[config.mk]
export PLATFORM = sky130hd
export DESIGN_NAME = am_matcher
export DESIGN_NICKNAME = d
export VERILOG_FILES = /design/src/rtl/am_pkg.sv /design/src/rtl/am_pattern_store.sv /design/src/rtl/am_quorum.sv /design/src/rtl/am_readout_enc.sv /design/src/rtl/am_matcher.sv
export SDC_FILE = /design/constraint.sdc
export NUM_CORES = 2
export LEC_CHECK = 0
export ABC_AREA = 1
export CAP_MARGIN = 25
export CORE_ASPECT_RATIO = 1.5
export CORE_MARGIN = 5
export CORE_UTILIZATION = 45
export DETAILED_ROUTE_END_ITERATION = 10
export DONT_BUFFER_PORTS = 1
export PLACE_DENSITY = 0.63
export REMOVE_ABC_BUFFERS = 1
export SLEW_MARGIN = 20
export SYNTH_ARGS = -nofsm -noshare
export SYNTH_HDL_FRONTEND = slang
export SYNTH_SLANG_ARGS = --single-unit
[constraint.sdc]
create_clock -name clk -period 6.7 [get_ports clk]
set_clock_uncertainty 0.2 [all_clocks]
set_input_delay 0 -clock clk [delete_from_list [all_inputs] [get_ports clk]]
set_output_delay 0 -clock clk [all_outputs]
set_load 0.03 [all_outputs]
[src/rtl/am_pkg.sv]
package am_pkg;
    typedef enum logic [1:0] {
        ST_IDLE  = 2'd0,
        ST_ACCUM = 2'd1,
        ST_READ  = 2'd2
    } am_state_e;
endpackage

[src/rtl/am_pattern_store.sv]
module am_pattern_store #(
    parameter int NP  = 16,
    parameter int NL  = 8,
    parameter int HW  = 16,
    parameter int PAW = 4,
    parameter int LW  = 3
) (
    input  logic                   clk,
    input  logic                   rst_n,
    input  logic                   wr_en_i,
    input  logic [PAW-1:0]         wr_pat_i,
    input  logic [LW-1:0]          wr_layer_i,
    input  logic [HW-1:0]          wr_data_i,
    input  logic                   hit_en_i,
    input  logic [LW-1:0]          hit_layer_i,
    input  logic [HW-1:0]          hit_value_i,
    input  logic                   clear_i,
    output logic [NP-1:0][NL-1:0]  flags_o
);
    typedef struct packed {
        logic [NP-1:0][NL-1:0][HW-1:0] mem;
        logic [NP-1:0][NL-1:0]         flags;
    } store_t;

    store_t st_d, st_q;
    logic [NP-1:0][NL-1:0] hit_eq;

    // one comparator per stored word, all working on the same hit
    for (genvar p = 0; p < NP; p++) begin : g_pat
        for (genvar l = 0; l < NL; l++) begin : g_lay
            assign hit_eq[p][l] = hit_en_i && (int'(hit_layer_i) == l)
                                  && (st_q.mem[p][l] == hit_value_i);
        end
    end

    always_comb begin
        st_d = st_q;
        if (wr_en_i && (int'(wr_pat_i) < NP) && (int'(wr_layer_i) < NL)) begin
            st_d.mem[wr_pat_i][wr_layer_i] = wr_data_i;
        end
        for (int p = 0; p < NP; p++) begin
            for (int l = 0; l < NL; l++) begin
                if (clear_i) begin
                    st_d.flags[p][l] = 1'b0;
                end else if (hit_eq[p][l]) begin
                    st_d.flags[p][l] = 1'b1;
                end
            end
        end
    end

    always_ff @(posedge clk or negedge rst_n) begin
        if (!rst_n) begin
            st_q <= '0;
        end else begin
            st_q <= st_d;
        end
    end

    assign flags_o = st_q.flags;
endmodule

[src/rtl/am_quorum.sv]
module am_quorum #(
    parameter int NP = 16,
    parameter int NL = 8,
    parameter int CW = 4
) (
    input  logic [NP-1:0][NL-1:0] flags_i,
    input  logic [CW-1:0]         thr_i,
    output logic [NP-1:0]         pass_o
);
    for (genvar p = 0; p < NP; p++) begin : g_cnt
        logic [CW-1:0] layer_cnt;
        always_comb begin
            layer_cnt = '0;
            for (int l = 0; l < NL; l++) begin
                layer_cnt = layer_cnt + CW'(flags_i[p][l]);
            end
        end
        assign pass_o[p] = (layer_cnt >= thr_i);
    end
endmodule

[src/rtl/am_readout_enc.sv]
module am_readout_enc #(
    parameter int NP  = 16,
    parameter int PAW = 4
) (
    input  logic [NP-1:0]  req_i,
    output logic           any_o,
    output logic [PAW-1:0] idx_o
);
    always_comb begin
        any_o = |req_i;
        idx_o = '0;
        for (int i = NP - 1; i >= 0; i--) begin
            if (req_i[i]) begin
                idx_o = PAW'(i);
            end
        end
    end
endmodule

[src/rtl/am_matcher.sv]
module am_matcher #(
    parameter int NUM_PATTERNS = 16,
    parameter int NUM_LAYERS   = 8,
    parameter int HIT_WIDTH    = 16,
    localparam int PAW = (NUM_PATTERNS > 1) ? $clog2(NUM_PATTERNS) : 1,
    localparam int LW  = (NUM_LAYERS > 1) ? $clog2(NUM_LAYERS) : 1,
    localparam int CW  = $clog2(NUM_LAYERS + 1)
) (
    input  logic                 clk,
    input  logic                 rst_n,
    input  logic                 wr_en,
    input  logic [PAW-1:0]       wr_pat,
    input  logic [LW-1:0]        wr_layer,
    input  logic [HIT_WIDTH-1:0] wr_data,
    input  logic                 hit_valid,
    output logic                 hit_ready,
    input  logic [LW-1:0]        hit_layer,
    input  logic [HIT_WIDTH-1:0] hit_value,
    input  logic                 eoe,
    input  logic [CW-1:0]        threshold,
    output logic                 rd_valid,
    output logic [PAW-1:0]       rd_addr,
    output logic                 rd_done
);
    import am_pkg::*;

    typedef struct packed {
        am_state_e               state;
        logic [CW-1:0]           thr;
        logic [NUM_PATTERNS-1:0] served;
        logic                    rd_valid;
        logic [PAW-1:0]          rd_addr;
        logic                    rd_done;
    } ctl_t;

    ctl_t ctl_d, ctl_q;

    logic [NUM_PATTERNS-1:0][NUM_LAYERS-1:0] flags;
    logic [NUM_PATTERNS-1:0] pass;
    logic [NUM_PATTERNS-1:0] pending;
    logic                    enc_any;
    logic [PAW-1:0]          enc_idx;
    logic                    hit_fire;
    logic                    wr_fire;
    logic                    clear;
    logic [CW-1:0]           thr_clamped;

    assign hit_ready = (ctl_q.state != ST_READ);
    assign hit_fire  = hit_valid && hit_ready;
    assign wr_fire   = wr_en && (ctl_q.state == ST_IDLE);
    assign pending   = pass & ~ctl_q.served;

    always_comb begin
        if (threshold == '0) begin
            thr_clamped = CW'(1);
        end else if (int'(threshold) > NUM_LAYERS) begin
            thr_clamped = CW'(NUM_LAYERS);
        end else begin
            thr_clamped = threshold;
        end
    end

    always_comb begin
        ctl_d          = ctl_q;
        ctl_d.rd_valid = 1'b0;
        ctl_d.rd_done  = 1'b0;
        clear          = 1'b0;
        case (ctl_q.state)
            ST_IDLE, ST_ACCUM: begin
                if (hit_fire) begin
                    ctl_d.state = ST_ACCUM;
                end
                if (eoe) begin
                    ctl_d.state  = ST_READ;
                    ctl_d.thr    = thr_clamped;
                    ctl_d.served = '0;
                end
            end
            ST_READ: begin
                if (enc_any) begin
                    ctl_d.rd_valid        = 1'b1;
                    ctl_d.rd_addr         = enc_idx;
                    ctl_d.served[enc_idx] = 1'b1;
                end else begin
                    ctl_d.rd_done = 1'b1;
                    ctl_d.state   = ST_IDLE;
                    ctl_d.served  = '0;
                    clear         = 1'b1;
                end
            end
            default: begin
                ctl_d.state = ST_IDLE;
            end
        endcase
    end

    always_ff @(posedge clk or negedge rst_n) begin
        if (!rst_n) begin
            ctl_q       <= '0;
            ctl_q.state <= ST_IDLE;
        end else begin
            ctl_q <= ctl_d;
        end
    end

    am_pattern_store #(
        .NP (NUM_PATTERNS),
        .NL (NUM_LAYERS),
        .HW (HIT_WIDTH),
        .PAW(PAW),
        .LW (LW)
    ) u_store (
        .clk        (clk),
        .rst_n      (rst_n),
        .wr_en_i    (wr_fire),
        .wr_pat_i   (wr_pat),
        .wr_layer_i (wr_layer),
        .wr_data_i  (wr_data),
        .hit_en_i   (hit_fire),
        .hit_layer_i(hit_layer),
        .hit_value_i(hit_value),
        .clear_i    (clear),
        .flags_o    (flags)
    );

    am_quorum #(
        .NP(NUM_PATTERNS),
        .NL(NUM_LAYERS),
        .CW(CW)
    ) u_quorum (
        .flags_i(flags),
        .thr_i  (ctl_q.thr),
        .pass_o (pass)
    );

    am_readout_enc #(
        .NP (NUM_PATTERNS),
        .PAW(PAW)
    ) u_enc (
        .req_i(pending),
        .any_o(enc_any),
        .idx_o(enc_idx)
    );

    assign rd_valid = ctl_q.rd_valid;
    assign rd_addr  = ctl_q.rd_addr;
    assign rd_done  = ctl_q.rd_done;
endmodule

# Word level (Yosys, flattened, before mapping)
# Index checks and enable logic that the tools add are counted.
[op_classes] add_sub_neg=112 n_mux=291 order_cmp=23 reduce_logical=279 eq_ne=141 n_bitwise=3
[ops] op="$bwmux W2048" n=1
[ops] op="$eq A16 B16 Y1" n=128
[ops] op="$demux W128 S4" n=1
[ops] op="$add A4 B1 Y4" n=96
[ops] op="$mux W1" n=259
[ops] op="$reduce_bool A2 Y1" n=129
[ops] op="$logic_and A1 B1 Y1" n=141
[ops] op="$mux W128" n=1
[ops] op="$mux W4" n=18
[ops] op="$ge A4 B4 Y1" n=16
[ops] op="$demux W16 S3" n=1
[ops] op="$add A1 B1 Y2" n=16
[ops] op="$mux W16" n=2
[ops] op="$pmux W16 S2" n=1
[ops] op="$mux W22" n=1
[ops] op="$and A16 B16 Y16" n=1
[ops] op="$not A16 Y16" n=1
[ops] op="$or A16 B16 Y16" n=1
[ops] op="$reduce_or A16 Y1" n=1
[ops] op="$eq A3 B3 Y1 const B" n=4
[ops] op="$lt A4 B5 Y1 const B" n=2
[ops] op="$ge A4 B1 Y1 const B" n=2
[ops] op="$reduce_and A2 Y1" n=4
[ops] op="$eq A3 B2 Y1 const B" n=2
[ops] op="17 further kinds" n=20
[totals] register_bits=2204

# Longest topological paths before layout
[depth] word_depth=32 mapped_depth=34

# Modules after synthesis
# Synthesis repeated with hierarchy kept, for this count alone.
[hier_totals] cells_unflattened=15422 area_unflattened_um2=116148.9
[modules_own_cells] module="am_pattern_store" cells_per_inst=14604 n_inst=1 area_per_inst_um2=110119.4 seq_area_each_um2=54452.2
[modules_own_cells] module="am_quorum" cells_per_inst=589 n_inst=1 area_per_inst_um2=4413.0 seq_area_each_um2=0.0
[modules_own_cells] module="am_matcher" cells_per_inst=180 n_inst=1 area_per_inst_um2=1407.6 seq_area_each_um2=700.7
[modules_own_cells] module="am_readout_enc" cells_per_inst=49 n_inst=1 area_per_inst_um2=209.0 seq_area_each_um2=0.0

# Worst setup path after synthesis
# No wires, ideal clock.
[synth_path] kind="register to register" startpoint="register u_store.st_q (netlist bit u_store.flags_o[0])" endpoint="register u_store.st_q (netlist bit u_store.flags_o[10])" slack_ns=1.896 setup_time_ns=0.122 period_less_slack_ns=4.804 path_stages_with_launch=24 n_path_buf=2 arrival_ns=4.482 required_ns=6.378 cell_sequence="dfrtp_1 -> ha_1 -> inv_1 -> fa_1 -> fa_1 -> fa_1 -> fa_1 -> inv_1 -> ha_1 -> a21boi_1 -> o21a_1 -> o21a_1 -> o21ai_4 -> nand2_2 -> nor2_2 -> inv_2 -> nor2_4 -> inv_2 -> nor2_2 -> inv_2 -> nor2_4 -> buf_12 -> buf_6 -> o21ai_1"
[synth_between] elab_chain_len=13
[synth_rtl] item="from (decl)" line="am_pattern_store.sv:25" source="store_t st_d, st_q;"
[synth_rtl] item="from (signal assigned)" line="am_pattern_store.sv:56" source="st_q <= st_d;"
[synth_rtl] item="$add A1 B1 Y2 *" line="am_quorum.sv:15" source="layer_cnt = layer_cnt + CW'(flags_i[p][l]);"
[synth_rtl] item="$add A4 B1 Y4 * (6 in a row)" line="am_quorum.sv:15"
[synth_rtl] item="$ge A4 B4 Y1 *" line="am_quorum.sv:18" source="assign pass_o[p] = (layer_cnt >= thr_i);"
[synth_rtl] item="$and A16 B16 Y16 *" line="am_matcher.sv:51" source="assign pending = pass & ~ctl_q.served;"
[synth_rtl] item="$reduce_or A16 Y1 *" line="am_readout_enc.sv:10" source="any_o = |req_i;"
[synth_rtl] item="$mux W1 *" line="am_matcher.sv:80" source="if (enc_any) begin"
[synth_rtl] item="$mux W1 *" line="am_matcher.sv:68" source="case (ctl_q.state)"
[synth_rtl] item="$mux W1 / $reduce_bool A2 Y1 (equally long branches)"
# Mark *: on every way between the ends. The rest lies on a longest branch, timed or not.
# A chain may end at the register's enable or synchronous reset.

# Worst setup path in the final report
[layout_path] startpoint="register u_store.st_q (netlist bit u_store.flags_o[16])" endpoint="register u_store.st_q (netlist bit u_store.flags_o[125])"
# The elaborated chain is that of the path after synthesis.

==> PnR_summary.wiki <==
{| class="wikitable"
! Metric !! Value
|-
| Status || completed
|-
| Number of distinct standard cells referenced by the synthesized netlist || 44
|-
| Clock-pin slew reported for the worst setup and hold paths after clock tree synthesis || 0.06 ns
|-
| Largest net degree at the start of global routing || 226
|-
| Post-Route WL || 375.0 mm
|-
| Setup TNS Final || 0 ns
|-
| Number of gates given a new drive strength after cts || 0
|-
| Endpoint of the worst setup timing path || u_store.flags_o[125]
|-
| Die Outline Area || 249,300 um^2
|-
| DR vias/cell || 5.776
|-
| Share of cells above drive strength 1 || 0.06774
|-
| Setup repair after global routing missed its margin || false
|-
| Register bit count reported by yosys || around 2.2k
|-
| Hpwl dp || 185.3 mm
|-
| Boundary Pins || slightly below 60
|-
| Average routed wire per standard cell || roughly 26 um
|-
| Via count || 84.93k
|-
| Overflow left after global routing || 0
|-
| Antenna violations before repair || 46
|-
| Number of buffers added on ports || 0
|-
| Top flip-flop cell by instance count after synthesis || dfrtp_1
|-
| Cell row count || 220
|-
| Total leakage power || 49.68 nW
|-
| Overall Global Routing Usage || 0.2947
|-
| Setup slack after placement || 0.7405 ns
|-
| Share of the cycle needed by the critical path after routing || 0.9394
|-
| First drt pass iteration count || 9
|-
| Async set or reset register ratio after synthesis || 1.000
|-
| Power per cell area || 305.2 nW/um^2
|-
| Hold_ws || 0.03440 ns
|-
| Starting utilization of the core area || 0.4506
|-
| Detailed router's first-iteration violation count || 9,777
|-
| Syn_area_per_cell || 9.087 um^2
|-
| Wire length of the first global-routing pass || roughly 550 mm
|-
| Synthesis warning total || 0
|-
| Total clock sinks || 2,204
|-
| Startpoint of the worst register-to-register path || u_store.flags_o[16]
|-
| Overall die height || 609.1 um
|-
| Worst Max-Slew Pin Slew || 1.262 ns
|-
| Clock tree from TritonCTS || done
|-
| Number of buffers created by CTS || 208
|-
| Maximum ir drop on the vdd rail || 0.0003155 V
|-
| Post-synthesis cell area || 107,700 um^2
|-
| Number of nets in the final layout || 11.65k
|-
| CP endpoint kind || register
|-
| Setup slack of the critical path after layout || 0.4059 ns
|-
| Max frequency || 158.9 MHz
|-
| Routed Antenna Nets || 0
|-
| Crit path time final || 6.294 ns
|-
| Crit-path max FO || 77
|-
| Post-synthesis sequential area ratio || 0.5123
|-
| Buffer type at the clock tree root || clkbuf_16
|-
| Horizontal die dimension || 409.4 um
|-
| Hold Fails Final Rpt || 0
|-
| Maximum Capacitance Violations || 0
|-
| Endpoint required time on the critical path || 7.25 ns
|-
| Critical path class || reg2reg
|-
| Final routed DRC violation total || 0
|-
| Pins over their slew limit || 0
|-
| Vias in the first global route || 81.97k
|-
| Floorplan Core Area || 238,900 um^2
|-
| Signed area change from the synthesized netlist to the final layout || 9.945%
|-
| Routability Congestion || 0.8812
|-
| End of the worst register-to-register path || u_store.flags_o[125]
|-
| Crit path launch || u_store.flags_o[16]
|-
| Count of final setup violators || 0
|-
| Number of enable-type register cells in the synthesized netlist || 0
|-
| Number of instances in the synthesized netlist || approximately 12k
|-
| Data arrival time of the critical path || 6.84 ns
|-
| Path depth of the worst reg2reg path || 23
|-
| Max transition margin || 0.1587
|-
| H-tree levels || 4
|-
| Worst min path class || in2reg
|-
| Flop-to-flop setup slack || a little over 0.4 ns
|-
| Startpoint types || register
|-
| Source-to-sink clock delay at the later pin of the worst-skew pair || 0.87 ns
|-
| Clock tree buffer depth || 4
|}
-- worst min-delay path by stage --
stage	endpoint	from	slack, ns	depth (start not counted)
after floorplan	ctl_q[10]	rst_n	-0.50	0
after global placement	u_store.st_q[1278]	rst_n	-0.49	0
after detailed placement	u_store.st_q[1278]	rst_n	-0.49	0
after CTS	u_store.st_q[602]	wr_pat[3]	0.0005	5
after global routing	u_store.flags_o[37]	hit_value[4]	0.04	6
final	u_store.st_q[1452]	wr_data[12]	0.03	3
-- power by group --
part / total, mW / leakage, nW / switching (mW) / internal (mW)
clock network: 11.9 / 3.28 / 5.26 / 6.61
registers: 15.4 / 30.4 / 0.826 / 14.5
logic: 8.91 / 16.0 / 5.49 / 3.41
total: 36.1 / 49.7 / 11.6 / 24.6
-- final cells by class --
cell class | instances | area [um^2]
Antenna cell | 21 | 52.55
Sequential cell | 2204 | 55150
Inverter | 492 | 1947
Clock buffer | 310 | 6142
Clock inverter | 49 | 465.4
Multi-Input combinational cell | 8239 | 47220
Tap cell | 3108 | 3889
Timing Repair Buffer | 279 | 3503
Fill cell | 21920 | 120600
-- metrics by stage --
| step | std cells | util | area, um^2 | total power, mW |
|---|---|---|---|---|
| 3_3_place_gp | 14140 | 0.4570 | 109200 | 23.35 |
| 6_report | 14700 | 0.4954 | 118400 | 36.13 |
| 4_1_cts | 14640 | 0.4921 | 117600 | 36.17 |
| 3_5_place_dp | 14150 | 0.4578 | 109400 | 23.83 |
| 2_1_floorplan | 10940 | - | 104000 | 21.35 |
| 5_1_grt | 14690 | 0.4954 | 118400 | 38.00 |
-- kinds of logic after synthesis --
family,share of synthesized area
xor gates and xnor gates,0.1343
buffers and inverters,0.05112
DFF,0.5123
and+or+nand+nor,0.1661
AOI/OAI and AO/OA,0.1113
adders and majority gates,0.02492
-- worst max-delay path: stages (launching register included) --
cell           delay (ns)
dfrtp_1              0.38
ha_1                 0.28
inv_1                0.05
fa_1                 0.50
fa_1                 0.43
fa_1                 0.43
fa_1                 0.56
inv_1                0.04
ha_1                 0.26
a21boi_0             0.14
o21a_1               0.18
o21a_1               0.16
o21ai_0              0.57
nand2_1              0.21
nor2_2               0.16
inv_2                0.06
nor2_4               0.10
inv_2                0.04
nor2_2               0.11
inv_2                0.08
nor2_4               0.11
buf_12               0.36
nor2_1               0.08
dlygate4sd3_1        0.57
-- placed cells by master, fill, tap and decap left out, types with 211 or more instances in the layout --
cell / instances
nand2_1: 2495
dfrtp_1: 2204
o21ai_0: 2078
xnor2_1: 1394
nor2_1: 530
inv_1: 468
nand4_1: 362
xor2_1: 257
nand3_1: 230
nor4_1: 224
clkbuf_16: 211
-- synth_stat cells, types with 12 or more instances --
cell      instances  area share
a21oi_1          34      0.0016
a41oi_1          12     0.00098
buf_1            95      0.0033
buf_2            45      0.0021
clkbuf_1        755       0.026
dfrtp_1        2204        0.51
fa_1             64       0.012
ha_1            112       0.013
inv_1           485       0.017
nand2_1        2496       0.087
nand3_1         230       0.011
nand3b_1         16      0.0011
nand4_1         362       0.021
nor2_1          553       0.019
nor3_1           18     0.00084
nor4_1          237       0.014
o21a_1           16      0.0011
o21ai_0        2078       0.097
o21ai_1          28      0.0013
o21ai_2          60      0.0049
o22ai_1          17     0.00099
or2_2           192       0.011
xnor2_1        1394        0.11
xor2_1          257       0.021
-- metal layers --
| metal | global-route usage | routed length, um |
|---|---|---|
| met5 | 0 | 178 |
| met4 | 0.1895 | 28700 |
| met3 | 0.06101 | 33130 |
| met2 | 0.4726 | 171600 |
| met1 | 0.3627 | 141300 |
-- repair_timing --
action	in CTS	in global routing
setup buffers	0	0
hold buffers	126	21
endpoints found under the hold margin	2401	62
-- flip-flops by register name, indices dropped and copies added, names as in the netlist --
register,count
ctl_q,22
rd_addr,4
rd_done,1
rd_valid,1
u_store.flags_o,128
u_store.st_q,2048
Power figures use the tool's default switching activity.
